File: config.mk
export PLATFORM = sky130hd
export DESIGN_NAME = ofs_cal_top
export DESIGN_NICKNAME = d
export VERILOG_FILES = /design/src/rtl/ofs_cal_pkg.sv /design/src/rtl/ofs_cal_ctrl.sv /design/src/rtl/ofs_cal_axis.sv /design/src/rtl/ofs_cal_comp.sv /design/src/rtl/ofs_cal_top.sv
export SDC_FILE = /design/constraint.sdc
export NUM_CORES = 1
export LEC_CHECK = 0
export ABC_CLOCK_PERIOD_IN_PS = 6800
export BUFFER_PORTS_ARGS = -buffer_cell sky130_fd_sc_hd__buf_2
export CAP_MARGIN = 20
export CORE_MARGIN = 1.5
export CORE_UTILIZATION = 52
export DETAILED_ROUTE_END_ITERATION = 6
export PLACE_DENSITY_LB_ADDON = 0.15
export SLEW_MARGIN = 20
export SYNTH_ARGS = -nofsm -noshare
export SYNTH_HDL_FRONTEND = slang
export SYNTH_SLANG_ARGS = --single-unit
export TNS_END_PERCENT = 20
File: constraint.sdc
create_clock -name clk -period 6.8 [get_ports clk]
set_clock_uncertainty 0.1 [all_clocks]
set_input_delay 1.36 -clock clk [delete_from_list [all_inputs] [get_ports clk]]
set_output_delay 1.36 -clock clk [all_outputs]
set_load 0.01 [all_outputs]
File: src/rtl/ofs_cal_pkg.sv
// Shared types for the offset calibration unit.
package ofs_cal_pkg;
    typedef enum logic [1:0] {CS_IDLE, CS_ACC, CS_DIV} cal_st_e;
endpackage

File: src/rtl/ofs_cal_ctrl.sv
// Calibration sequencer: latches the sample count, counts valid samples,
// launches the per-axis dividers and reports completion.
// Assumes all axis dividers finish in the same cycle.
module ofs_cal_ctrl
    import ofs_cal_pkg::*;
#(
    parameter int CNT_W = 8
) (
    input  logic             clk,
    input  logic             rst_n,
    input  logic             smp_vld,
    input  logic             cal_start,
    input  logic [CNT_W-1:0] cal_len,
    input  logic             all_fin,
    output logic             acc_clr,
    output logic             acc_en,
    output logic             div_go,
    output logic [CNT_W-1:0] n_lat,
    output logic             cal_done
);
    cal_st_e          st;
    logic [CNT_W-1:0] cnt;

    assign acc_clr  = (st == CS_IDLE) && cal_start;
    assign acc_en   = (st == CS_ACC) && smp_vld;
    assign cal_done = all_fin;

    // Sequencer state, sample counter and divider launch strobe.
    always_ff @(posedge clk) begin
        if (!rst_n) begin
            st     <= CS_IDLE;
            cnt    <= '0;
            n_lat  <= CNT_W'(1);
            div_go <= 1'b0;
        end else begin
            div_go <= 1'b0;
            case (st)
                CS_IDLE: if (cal_start) begin
                    n_lat <= (cal_len == '0) ? CNT_W'(1) : cal_len;
                    cnt   <= '0;
                    st    <= CS_ACC;
                end
                CS_ACC: if (smp_vld) begin
                    if (cnt == n_lat - CNT_W'(1)) begin
                        st     <= CS_DIV;
                        div_go <= 1'b1;
                    end else begin
                        cnt <= cnt + CNT_W'(1);
                    end
                end
                CS_DIV: if (all_fin) st <= CS_IDLE;
                default: st <= CS_IDLE;
            endcase
        end
    end

    AST_DONE_PULSE: assert property (@(posedge clk) disable iff (!rst_n)
        cal_done |=> !cal_done);
    AST_START_IGNORED: assert property (@(posedge clk) disable iff (!rst_n)
        (st == CS_ACC) && cal_start && !smp_vld |=> (st == CS_ACC));
endmodule

File: src/rtl/ofs_cal_axis.sv
// One axis: accumulates samples, then forms the rounded, negated,
// quarter-scaled and saturated correction code with a serial divider.
// Assumes n is nonzero and stable from div_go until fin.
module ofs_cal_axis #(
    parameter int DATA_W = 13,
    parameter int CNT_W  = 8,
    parameter int CODE_W = 8,
    parameter int ONE_G  = 512,
    parameter bit SUB_G  = 1'b0
) (
    input  logic                     clk,
    input  logic                     rst_n,
    input  logic                     acc_clr,
    input  logic                     acc_en,
    input  logic signed [DATA_W-1:0] smp,
    input  logic                     div_go,
    input  logic [CNT_W-1:0]         n,
    output logic signed [CODE_W-1:0] code,
    output logic                     fin
);
    localparam int SUM_W   = DATA_W + CNT_W;
    localparam int NUM_W   = SUM_W + 2;
    localparam int DEN_W   = CNT_W + 2;
    localparam int IT_W    = $clog2(NUM_W + 1);
    localparam int POS_MAX = 2**(CODE_W-1) - 1;
    localparam int NEG_MAG = 2**(CODE_W-1);

    logic signed [SUM_W-1:0]  acc;
    logic signed [NUM_W-1:0]  num_c;
    logic [NUM_W-1:0]         bias_c, mag_c;
    logic [DEN_W-1:0]         rem, den, rem_dif;
    logic [DEN_W:0]           rem_sh;
    logic [NUM_W-1:0]         quo, quo_nx;
    logic                     ge, neg_q, busy;
    logic [IT_W-1:0]          it;
    logic signed [CODE_W-1:0] code_c;

    // Running sum of the samples taken during a calibration.
    always_ff @(posedge clk) begin
        if (!rst_n)       acc <= '0;
        else if (acc_clr) acc <= '0;
        else if (acc_en)  acc <= acc + SUM_W'(smp);
    end

    // Numerator magnitude with the half-divisor added for rounding.
    always_comb begin
        bias_c = SUB_G ? (NUM_W'(ONE_G) * NUM_W'(n)) : '0;
        num_c  = $signed({{(NUM_W-SUM_W){acc[SUM_W-1]}}, acc}) - $signed(bias_c);
        mag_c  = (num_c[NUM_W-1] ? NUM_W'(-num_c) : NUM_W'(num_c)) + NUM_W'({n, 1'b0});
    end

    // One restoring division step and code saturation.
    always_comb begin
        rem_sh  = {rem, quo[NUM_W-1]};
        ge      = rem_sh >= {1'b0, den};
        rem_dif = rem_sh[DEN_W-1:0] - den;
        quo_nx  = {quo[NUM_W-2:0], ge};
        if (neg_q)
            code_c = (quo_nx > NUM_W'(POS_MAX)) ? CODE_W'(POS_MAX) : quo_nx[CODE_W-1:0];
        else if (quo_nx >= NUM_W'(NEG_MAG))
            code_c = {1'b1, {(CODE_W-1){1'b0}}};
        else
            code_c = (~quo_nx[CODE_W-1:0]) + 1'b1;
    end

    // Divider iteration and code register.
    always_ff @(posedge clk) begin
        if (!rst_n) begin
            rem <= '0; quo <= '0; den <= '0; neg_q <= 1'b0;
            busy <= 1'b0; it <= '0; code <= '0; fin <= 1'b0;
        end else begin
            fin <= 1'b0;
            if (div_go) begin
                rem   <= '0;
                quo   <= mag_c;
                den   <= {n, 2'b00};
                neg_q <= num_c[NUM_W-1];
                busy  <= 1'b1;
                it    <= IT_W'(NUM_W);
            end else if (busy) begin
                rem <= ge ? rem_dif : rem_sh[DEN_W-1:0];
                quo <= quo_nx;
                it  <= it - IT_W'(1);
                if (it == IT_W'(1)) begin
                    busy <= 1'b0;
                    code <= code_c;
                    fin  <= 1'b1;
                end
            end
        end
    end

    AST_CODE_HOLD: assert property (@(posedge clk) disable iff (!rst_n)
        !$stable(code) |-> fin);
    AST_CODE_SIGN: assert property (@(posedge clk) disable iff (!rst_n)
        fin && !neg_q |-> (code[CODE_W-1] || code == '0));
endmodule

File: src/rtl/ofs_cal_comp.sv
// Adds four times the correction code to a sample and clamps the result
// to the sample range; registered, updated only on valid samples.
module ofs_cal_comp #(
    parameter int DATA_W = 13,
    parameter int CODE_W = 8
) (
    input  logic                     clk,
    input  logic                     rst_n,
    input  logic                     vld,
    input  logic signed [DATA_W-1:0] smp,
    input  logic signed [CODE_W-1:0] code,
    output logic signed [DATA_W-1:0] out
);
    localparam int SW = DATA_W + 2;
    localparam logic signed [SW-1:0] HI = SW'(2**(DATA_W-1) - 1);
    localparam logic signed [SW-1:0] LO = -HI - SW'(1);

    logic signed [SW-1:0] sum_c;

    // Widened sum of sample and scaled code.
    always_comb begin
        sum_c = $signed({{2{smp[DATA_W-1]}}, smp})
              + $signed({{(SW-CODE_W-2){code[CODE_W-1]}}, code, 2'b00});
    end

    // Clamped output register.
    always_ff @(posedge clk) begin
        if (!rst_n)       out <= '0;
        else if (vld) begin
            if (sum_c > HI)      out <= HI[DATA_W-1:0];
            else if (sum_c < LO) out <= LO[DATA_W-1:0];
            else                 out <= sum_c[DATA_W-1:0];
        end
    end

    AST_NO_WRAP: assert property (@(posedge clk) disable iff (!rst_n)
        vld && !smp[DATA_W-1] && !code[CODE_W-1] |=> !out[DATA_W-1]);
endmodule

File: src/rtl/ofs_cal_top.sv
// Offset calibration and compensation unit: three axis engines, a
// sequencer and three compensation paths. z axis removes one g.
module ofs_cal_top #(
    parameter int DATA_W = 13,
    parameter int CNT_W  = 8,
    parameter int CODE_W = 8,
    parameter int ONE_G  = 512
) (
    input  logic                     clk,
    input  logic                     rst_n,
    input  logic                     smp_vld,
    input  logic signed [DATA_W-1:0] smp_x,
    input  logic signed [DATA_W-1:0] smp_y,
    input  logic signed [DATA_W-1:0] smp_z,
    input  logic                     cal_start,
    input  logic [CNT_W-1:0]         cal_len,
    output logic                     out_vld,
    output logic signed [DATA_W-1:0] out_x,
    output logic signed [DATA_W-1:0] out_y,
    output logic signed [DATA_W-1:0] out_z,
    output logic signed [CODE_W-1:0] code_x,
    output logic signed [CODE_W-1:0] code_y,
    output logic signed [CODE_W-1:0] code_z,
    output logic                     cal_done
);
    localparam int AXES = 3;

    logic signed [DATA_W-1:0] smp_a  [AXES];
    logic signed [DATA_W-1:0] out_a  [AXES];
    logic signed [CODE_W-1:0] code_a [AXES];
    logic [AXES-1:0]          fin_a;
    logic                     acc_clr, acc_en, div_go;
    logic [CNT_W-1:0]         n_lat;

    assign smp_a[0] = smp_x;
    assign smp_a[1] = smp_y;
    assign smp_a[2] = smp_z;
    assign out_x  = out_a[0];
    assign out_y  = out_a[1];
    assign out_z  = out_a[2];
    assign code_x = code_a[0];
    assign code_y = code_a[1];
    assign code_z = code_a[2];

    ofs_cal_ctrl #(.CNT_W(CNT_W)) u_ctrl (
        .clk(clk), .rst_n(rst_n), .smp_vld(smp_vld), .cal_start(cal_start),
        .cal_len(cal_len), .all_fin(&fin_a), .acc_clr(acc_clr),
        .acc_en(acc_en), .div_go(div_go), .n_lat(n_lat), .cal_done(cal_done)
    );

    for (genvar i = 0; i < AXES; i++) begin : g_axis
        ofs_cal_axis #(
            .DATA_W(DATA_W), .CNT_W(CNT_W), .CODE_W(CODE_W),
            .ONE_G(ONE_G), .SUB_G(i == AXES - 1)
        ) u_axis (
            .clk(clk), .rst_n(rst_n), .acc_clr(acc_clr), .acc_en(acc_en),
            .smp(smp_a[i]), .div_go(div_go), .n(n_lat),
            .code(code_a[i]), .fin(fin_a[i])
        );
        ofs_cal_comp #(.DATA_W(DATA_W), .CODE_W(CODE_W)) u_comp (
            .clk(clk), .rst_n(rst_n), .vld(smp_vld), .smp(smp_a[i]),
            .code(code_a[i]), .out(out_a[i])
        );
    end

    // Output valid follows the sample strobe by one cycle.
    always_ff @(posedge clk) begin
        if (!rst_n) out_vld <= 1'b0;
        else        out_vld <= smp_vld;
    end

    AST_OUT_FOLLOWS: assert property (@(posedge clk) disable iff (!rst_n)
        smp_vld |=> out_vld);
    AST_OUT_QUIET: assert property (@(posedge clk) disable iff (!rst_n)
        !smp_vld |=> !out_vld);
endmodule

### Yosys cells after proc, flatten, opt, wreduce, memory -nomap -nowiden

Cells that the tools add are included.

* flip-flop bits (word level): 277
* input port bits: 51
* output and inout port bits: 65
* logic and storage cells: 171

* add/sub/neg operators: 24
* magnitude comparators: 15
* eq/ne operators: 11
* muxes and demuxes: 56
* bitwise logic cells: 8
* reduce and logical (&&, ||, !) cells: 21

Operators by type and width (number)
* two-way mux 23 bit: 9
* two-way mux 8 bit: 13
* two-way mux 13 bit: 6
* adder 23 x 9 -> 23 bit: 3
* >= comparator 23 x 8 -> 1 bit (second input constant): 3
* > comparator 23 x 7 -> 1 bit (second input constant): 3
* adder 21 x 13 -> 21 bit: 3
* negation 21 -> 23 bit: 2
* > comparator 15 x 13 -> 1 bit (second input constant): 3
* < comparator 15 x 13 -> 1 bit (second input constant): 3
* adder 13 x 10 -> 14 bit: 3
* >= comparator 11 x 10 -> 1 bit: 3
* adder 8 x 1 -> 8 bit (second input constant): 4
* two-way mux 10 bit: 3
* two-way mux 5 bit: 6
* subtractor 10 bit: 3
* NOT 8 bit: 3
* negation 23 bit: 1
* subtractor 21 x 18 -> 22 bit: 1
* case mux 8 bit (2 select lines): 1
* == test 5 x 1 -> 1 bit (second input constant): 3
* AND reduction 3 bit: 5
* subtractor 5 x 1 -> 5 bit (second input constant): 3
* two-way mux 1 bit: 13
* 16 further kinds: 35

### Longest topological paths before layout

Gate-level depths: netlist of run 1.

* depth in word-level cells: 5
* gate-level depth with buffers: 23
* gate-level depth less buffers: 21

### Modules after synthesis

A second synthesis of run 1 with hierarchy kept.

* cells, all modules: 2742
* area, all modules: 22096.2 um^2

Modules (own cells, without submodules)
* ofs_cal_axis at g_axis[2].u_axis: instances 1, cells an instance 788, area an instance 6229.7 um^2, sequential area each 1561.5 um^2
* ofs_cal_axis at g_axis[1].u_axis: instances 1, cells an instance 713, area an instance 5774.3 um^2, sequential area each 1561.5 um^2
* ofs_cal_axis at g_axis[0].u_axis: instances 1, cells an instance 687, area an instance 5706.7 um^2, sequential area each 1561.5 um^2
* ofs_cal_comp: instances 3, cells an instance 139, area an instance 1091.0 um^2, sequential area each 260.2 um^2
* ofs_cal_ctrl: instances 1, cells an instance 134, area an instance 1079.8 um^2, sequential area each 380.4 um^2
* ofs_cal_top: instances 1, cells an instance 3, area an instance 32.5 um^2, sequential area each 20.0 um^2

### Worst setup path after synthesis of run 1

OpenSTA, ideal clock, no wires.

* kind: register -> register
* start point: reg u_ctrl.n_lat[0]
* end point: reg g_axis[2].u_axis.quo[19]
* library setup time: 0.074 ns
* arrival: 4.702 ns
* required time: 6.626 ns
* slack: 1.924 ns
* cell stages (with the launch flop): 21
* path buffers: 2
* period minus slack after synthesis: 4.876 ns
* cells stage by stage: dfxtp_1 > ha_1 > fa_1 > nand2b_1 > a211oi_1 > nor3_2 > or2_2 > buf_4 > clkbuf_1 > o21ai_0 > ha_1 > inv_1 > fa_1 > nor2b_1 > o21ai_0 > a21oi_1 > o31a_1 > a21boi_2 > nand4_1 > or4_1 > a31oi_1

* longest elaborated chain between the ends: 5

RTL lines
* from (decl): RTL line ofs_cal_ctrl.sv:18 `output logic [CNT_W-1:0] n_lat,`
* from (signal assigned): RTL line ofs_cal_ctrl.sv:39 `n_lat <= (cal_len == '0) ? CNT_W'(1) : cal_len;`
* subtractor 21 x 18 -> 22 bit: RTL line ofs_cal_axis.sv:48 `num_c = $signed({{(NUM_W-SUM_W){acc[SUM_W-1]}}, acc}) - $signed(bias_c);`
* negation 23 bit: RTL line ofs_cal_axis.sv:49 `mag_c = (num_c[NUM_W-1] ? NUM_W'(-num_c) : NUM_W'(num_c)) + NUM_W'({n, 1'b0});`
* two-way mux 23 bit: RTL line ofs_cal_axis.sv:49
* adder 23 x 9 -> 23 bit *: RTL line ofs_cal_axis.sv:49
* two-way mux 23 bit *: RTL line ofs_cal_axis.sv:73 `if (div_go) begin`
* to (signal assigned): RTL line ofs_cal_axis.sv:75 `quo <= mag_c;`
* to (signal assigned): RTL line ofs_cal_axis.sv:82 `quo <= quo_nx;`
* to (decl): RTL line ofs_cal_axis.sv:33 `logic [NUM_W-1:0] quo, quo_nx;`

Mark *: on every way between the ends. The rest lies on a longest branch, timed or not.
A chain may end at the register's enable or synchronous reset.

### Worst setup path in the final report of run 1

* start point: reg u_ctrl.n_lat[7]
* end point: reg g_axis[2].u_axis.quo[19]

Same word-level chain as after synthesis.

==> flow_metrics.py, run 1 <==
metrics = {
    "outcome": {
        "status": "finished clean",
    },
    "grt": {
        "grt_use_total": 0.266,
        "grt.overflow.total": 0,
        "grt_pass1_wl_um": 89300,
        "grt_start_max_net_pins": 61,
        "antenna_found_initial": 0,
        "grt_pass1_vias": 17400,
    },
    "die": {
        "io_pins": 116,
        "die-area_mm2": 0.0403,
        "start_util": 0.527,
        "die_width_um": 201,
        "die_y_um": 201,
        "core-area_mm2": 0.0386,
        "rows": 72,
    },
    "power": {
        "leakage_nw": 8.88,
        "vdd_ir_drop_max_uv": 144,
        "power.total_w": 0.00486,
        "power_density_mw_per_mm2": 216,
    },
    "cts": {
        "clk_pin_slew_ns": 0.06,
        "cts-hold-fix-buffers": 0,
        "root_buffer": "clkbuf_16",
        "cts_resized": 0,
        "cts_tree": "built",
        "htreeDepth": 2,
        "cts_inserted_buffers": 34,
        "post_cts_buffers": 0,
        "clk_latency_ns": 0.52,
        "cts_max_path_buffers": 3,
        "cts_sinks": 277,
    },
    "synth": {
        "syn_inst": 2560,
        "synthArstFlopShare": 0,
        "synth.ff_latch_count": 277,
        "avgSynthCellArea_um2": 7.95,
        "syn_nets": 2787,
        "synthTopCellsByCount": "dfxtp_1 (277), a21oi_1 (262), nand2_1 (224)",
        "ys_seq_area_frac": 0.272,
        "yosys-top-cells-area": "dfxtp_1 (27%), ha_1 (10%), a21oi_1 (6.4%), xnor2_1 (5.6%), nand2_1 (4.1%)",
        "synth.most_common_cell": "dfxtp_1",
        "synthFlopType": "dfxtp_1",
        "synth_top_area_share": 0.272,
        "synth_cell_type_count": 77,
        "synth_edf_count": 0,
        "syn_area_mm2": 0.0204,
        "yosys.area.top_type": "dfxtp_1",
        "yosysWarnings": 0,
    },
    "detailed_routing": {
        "routed_wl_um": 55000,
        "vias": 18800,
        "drt_iter0_drc": 1344,
        "drcViolationCount": 0,
        "drt.antenna.violating_nets": 0,
        "drt_pass1_iterations": 6,
        "viasPerCell": 5.97,
        "post_drt_wl_per_cell_um": 17.5,
    },
    "timing": {
        "finalSetupTns_ns": 0,
        "hold_viol": 0,
        "layout_min_cycle_time_ns": 5.41,
        "period_share": 0.796,
        "rsz0062_at_grt": "false",
        "slew_viol_final": 0,
        "setup_viol": 0,
        "max_freq_ghz": 0.185,
        "worst_slew_pin_slew_ns": 1.07,
        "maxSlewHeadroom": 0.286,
    },
    "worst_setup_path": {
        "end_kind": "flop",
        "worstPathRequired_ns": 7.15,
        "start_kind": "flop",
        "rr_startpoint": "u_ctrl.n_lat[7]",
        "critPathArrivalTime_ns": 5.76,
        "cp_slowest_stage_delay_ns": 0.59,
        "cp_cell_sequence": "inv_1 > ha_1 > or3_1 > a211o_1 > nor3_2 > or2_2 > nand2_1 > o21ai_0 > ha_1 > inv_1 > fa_1 > nor2b_1 > o21ai_0 > a21oi_1 > o31a_1 > a21boi_2 > nand4_1 > or4_1 > a31oi_1",
        "setup.worst_path.start": "u_ctrl.n_lat[7]",
        "crit_type": "reg2reg",
        "cp_max_fo": 17,
        "crit_slowest_cell": "or4_1",
    },
    "layout": {
        "synthToLayoutAreaGrowth_pct": 10.3,
        "final_layout_size_suffix_gt1_frac": 0.0906,
        "n_fill_cell": 3507,
        "n_antenna_cell": 0,
        "final_nets": 2831,
    },
    "placed_design": {
        "io_buffers": 115,
        "place_congestion": 0.916,
        "dpl.hpwl_um": 40300,
    },
    "worst_hold_path": {
        "hold_path.class": "reg2reg",
        "min-delay-start": "g_axis[2].u_comp.out[1]",
    },
    "flow_run": {
        "maxCapViolations": 0,
    },
}
placed cells by master, fill, tap and decap left out, types with 24 or more instances in the layout:
cell type | synthesis | layout
a211oi_1 | 81 | 81
a21o_1 | 38 | 38
a21oi_1 | 262 | 262
a31oi_1 | 26 | 26
buf_2 | 1 | 115
clkbuf_16 | 0 | 37
dfxtp_1 | 277 | 273
ha_1 | 163 | 163
inv_1 | 107 | 106
maj3_1 | 24 | 24
mux2i_1 | 69 | 69
nand2_1 | 224 | 223
nand2b_1 | 36 | 36
nand3_1 | 60 | 60
nor2_1 | 196 | 196
nor2b_1 | 48 | 48
nor3_1 | 62 | 62
nor4_1 | 30 | 29
o211ai_1 | 25 | 25
o21a_1 | 29 | 29
o21ai_0 | 156 | 155
or3_1 | 25 | 25
xnor2_1 | 130 | 130
xor2_1 | 72 | 72
layer usage:
| metal | GRT usage | part of all wire | up-vias |
|---|---|---|---|
| li1 | - | - | 9433 |
| met3 | 0.0274 | 0.044 | 97 |
| met2 | 0.439 | 0.45 | 392 |
| met5 | 0 | 0 | - |
| met4 | 0.0827 | 0.028 | 0 |
| met1 | 0.364 | 0.48 | 8867 |
logic make-up (layout without fill, tap and decap cells):
| group | after synthesis | in the layout | share of synthesized area |
|---|---|---|---|
| AND/OR/NAND/NOR | 799 | 799 | 0.193 |
| AO/OA/AOI/OAI | 770 | 770 | 0.239 |
| flip-flops | 277 | 277 | 0.272 |
| buffers and inverters | 229 | 296 | 0.0427 |
| XOR/XNOR | 202 | 202 | 0.0869 |
| adder cells (fa/ha/maj) | 200 | 200 | 0.125 |
| multiplexers | 83 | 83 | 0.0417 |
registers in the layout, summed over array words and instances (netlist names), 2 cells and up:
name	count
u_ctrl.n_lat	8
g_axis.u_axis.neg_q	3
g_axis.u_axis.den	8
g_axis.u_comp.out	39
g_axis.u_axis.code	24
g_axis.u_axis.rem	30
g_axis.u_axis.quo	69
u_ctrl.cnt	8
g_axis.u_axis.fin	3
g_axis.u_axis.busy	3
g_axis.u_axis.acc	63
g_axis.u_axis.it	15
u_ctrl.st	2
cell type report:
class | instances | area [um2] | area share
clock buffer | 50 | 1060 | 0.0474
clock inverter | 9 | 126 | 0.00563
inverter | 108 | 407 | 0.0181
multi-input combinational | 2054 | 14000 | 0.622
sequential | 277 | 5560 | 0.248
tap | 518 | 648 | 0.0289
timing repair buffer | 129 | 681 | 0.0303
power breakdown:
group / switching (W) / total, W / internal, W
Combinational: 0.000715 / 0.00117 / 0.000452
Clock: 0.000723 / 0.00192 / 0.00120
Sequential: 0.0000863 / 0.00177 / 0.00168
worst paths after layout:
kind | end | slack [ns] | cells after the start
max | g_axis[2].u_axis.quo[19] | 1.39 | 19
min | g_axis[2].u_comp.out[1] | 0.33 | 2
min reg2reg | g_axis[2].u_comp.out[1] | 0.33 | 2
max reg2reg | g_axis[2].u_axis.quo[19] | 1.39 | 19
worst max-delay path: cells and delay by family (launching register included):
family | cells | cell delay, ns
AOI/OAI and AO/OA | 7 | 1.35
adders and majority gates | 3 | 0.86
buffers and inverters | 2 | 0.17
DFF | 1 | 0.51
and+or+nand+nor | 7 | 2.38
through the flow:
step,hold slack (ns),setup slack [ns],cells,utilization,cell area [um2]
after CTS,0.334,1.44,3145,0.581,22400
after floorplan,0.349,1.92,2560,-,20400
after detailed placement,0.326,1.46,3086,0.550,21200
after global routing,0.354,0.946,3145,0.581,22400
final,0.332,1.39,3145,0.581,22400
after global placement,0.321,1.56,3086,0.550,21200
Power figures use the tool's default switching activity.
==> run 2, diff against run 1 <==
- ABC_CLOCK_PERIOD_IN_PS: 6800 -> 4900
- clock period: 6.8 -> 4.9 ns (I/O delays scaled with it)
==> flow_metrics.py, run 2 (synthesis gave the netlist of run 1 again) <==
metrics = {
    "worst_setup_path": {
        "cp_cell_sequence": "inv_1 > ha_1 > fa_1 > nand2b_2 > a211oi_4 > nor3_4 > or2_2 > o21ai_0 > ha_1 > inv_1 > fa_1 > nor2b_1 > o21ai_0 > a21oi_1 > o31a_1 > a21boi_2 > nand4_1 > or4_1 > a31oi_1",
        "reg2regPathDepth": 19,
        "cp_num_cells": 19,
        "crit_slowest_cell": "or4_1",
        "critPathArrivalTime_ns": 4.99,
        "crit_type": "reg2reg",
        "worstPathRequired_ns": 5.26,
        "start_kind": "flop",
        "critPathBufInv": 2,
        "cp_slowest_stage_delay_ns": 0.56,
        "end_kind": "flop",
        "path_delay_family": "simple AND/OR/NAND/NOR gates",
        "cp_max_fo": 4,
    },
    "cts": {
        "clk_latency_ns": 0.54,
        "cts_max_path_buffers": 3,
        "htreeDepth": 2,
        "clk_pin_slew_ns": 0.06,
        "cts-hold-fix-buffers": 0,
        "cts_tree": "built",
        "root_buffer": "clkbuf_16",
        "cts_inserted_buffers": 35,
        "cts_sinks": 277,
    },
    "power": {
        "internal_power_w": 0.00456,
        "p_switching_w": 0.00216,
        "seq_power_share": 0.362,
        "swShare": 0.322,
        "comb_power_share": 0.249,
        "leakage_nw": 9.00,
        "power_density_mw_per_mm2": 297,
        "clkPwrFrac": 0.389,
        "vdd_ir_drop_max_uv": 211,
    },
    "timing": {
        "fin_hold_ws_ns": 0.334,
        "setup_viol": 0,
        "worst_slew_pin_slew_ns": 0.882,
        "max_freq_ghz": 0.216,
        "maxSlewHeadroom": 0.408,
        "hold_viol": 0,
        "layout_min_cycle_time_ns": 4.63,
        "slew_viol_final": 0,
        "period_share": 0.945,
    },
    "layout": {
        "final_nets": 2857,
        "top_regs": "g_axis.u_axis.quo x69, g_axis.u_axis.acc x63, g_axis.u_comp.out x39",
        "final_layout_size_suffix_gt1_frac": 0.100,
        "final_common_cell": "dfxtp_1",
        "n_fill_cell": 3525,
        "layout_common_cells": "dfxtp_1 (273), a21oi_1 (262), nand2_1 (223)",
        "stdcell_count": 3172,
        "largest_reg_flops": 69,
        "n_antenna_cell": 0,
        "top_register": "g_axis.u_axis.quo",
        "synthToLayoutAreaGrowth_pct": 11.2,
    },
    "placed_design": {
        "place_congestion": 0.899,
        "io_buffers": 115,
        "dpl.hpwl_um": 39700,
        "dp.cells": 3109,
    },
    "detailed_routing": {
        "vias": 18900,
        "drt_iter0_drc": 1023,
        "drcViolationCount": 0,
        "routed_wl_um": 55000,
        "viasPerCell": 5.96,
        "drt.antenna.violating_nets": 0,
        "drt_pass1_iterations": 6,
        "post_drt_wl_per_cell_um": 17.3,
    },
    "grt": {
        "grt_pass1_wl_um": 90300,
        "antenna_found_initial": 0,
        "grt.overflow.total": 0,
        "grt_start_max_net_pins": 104,
        "grt_pass1_vias": 18000,
        "grt_use_total": 0.268,
    },
    "die": {
        "rows": 72,
        "core-area_mm2": 0.0386,
        "die-area_mm2": 0.0403,
        "start_util": 0.527,
        "die_y_um": 201,
        "io_pins": 116,
        "die_width_um": 201,
    },
    "flow_run": {
        "maxCapViolations": 0,
    },
    "worst_hold_path": {
        "worstHoldPathCells": 2,
        "hold_path.class": "reg2reg",
    },
    "outcome": {
        "status": "finished clean",
    },
}
[run 2: changes by cell type in the layout (fill, tap and decap cells not counted), sizes merged]
cell      previous run  this run
buf                129       154
clkinv               7        10
clkinvlp             1         2
bufinv               3         1
[run 2: tightest hold or removal path, delay by kind of cell, from the launching register on]
family | cells | cell delay [ns]
and+or+nand+nor | 2 | 0.09
DFF | 1 | 0.30
[run 2: repair_timing]
| action | in CTS | in global routing |
|---|---|---|
| gates resized for setup | 0 | 4 |
| buffers inserted | 0 | 2 |
| endpoints found under the setup margin | 0 | 4 |
[run 2: per-stage QoR]
step	util	total power (W)	instance area (um2)	setup slack (ns)	TNS [ns]
after floorplan	-	0.00369	20400	0.0242	0
after global placement	0.555	0.00408	21400	0.246	0
after detailed placement	0.555	0.00412	21400	0.200	0
after CTS	0.585	0.00674	22600	0.139	0
after global routing	0.586	0.00704	22600	-0.0387	-0.0767
final	0.586	0.00672	22600	0.271	0
[run 2: path summary, 6_finish.rpt]
kind,startpoint,end,slack [ns]
worst max register to register,g_axis[2].u_axis.acc[9],g_axis[2].u_axis.quo[19],0.27
worst min register to register,g_axis[2].u_comp.out[3],g_axis[2].u_comp.out[3],0.33
worst max-delay path,g_axis[2].u_axis.acc[9],g_axis[2].u_axis.quo[19],0.27
worst min-delay path,g_axis[2].u_comp.out[3],g_axis[2].u_comp.out[3],0.33
[run 2: cell type report]
type | instances | area [um2] | share of cell area
Sequential cell | 277 | 5560 | 0.246
Inverter | 108 | 407 | 0.0180
Tap cell | 518 | 648 | 0.0286
Multi-Input combinational cell | 2054 | 14000 | 0.618
Clock buffer | 50 | 1060 | 0.0470
Clock inverter | 11 | 96.3 | 0.00426
Timing Repair Buffer | 154 | 881 | 0.0389
[run 2: layer usage]
metal	GRT usage	wire length [um]	up-vias
li1	-	-	9486
met1	0.361	26000	8916
met2	0.450	25300	411
met3	0.0305	2410	83
met4	0.0814	1270	0
met5	0	0	-
[run 2: power by group through the flow]
stage / sequential [W] / combinational, W / clock [W]
after floorplan: 0.00246 / 0.00123 / 0
after global placement: 0.00248 / 0.00160 / 0
after detailed placement: 0.00248 / 0.00163 / 0
after CTS: 0.00243 / 0.00165 / 0.00266
after global routing: 0.00245 / 0.00186 / 0.00274
final: 0.00243 / 0.00167 / 0.00261
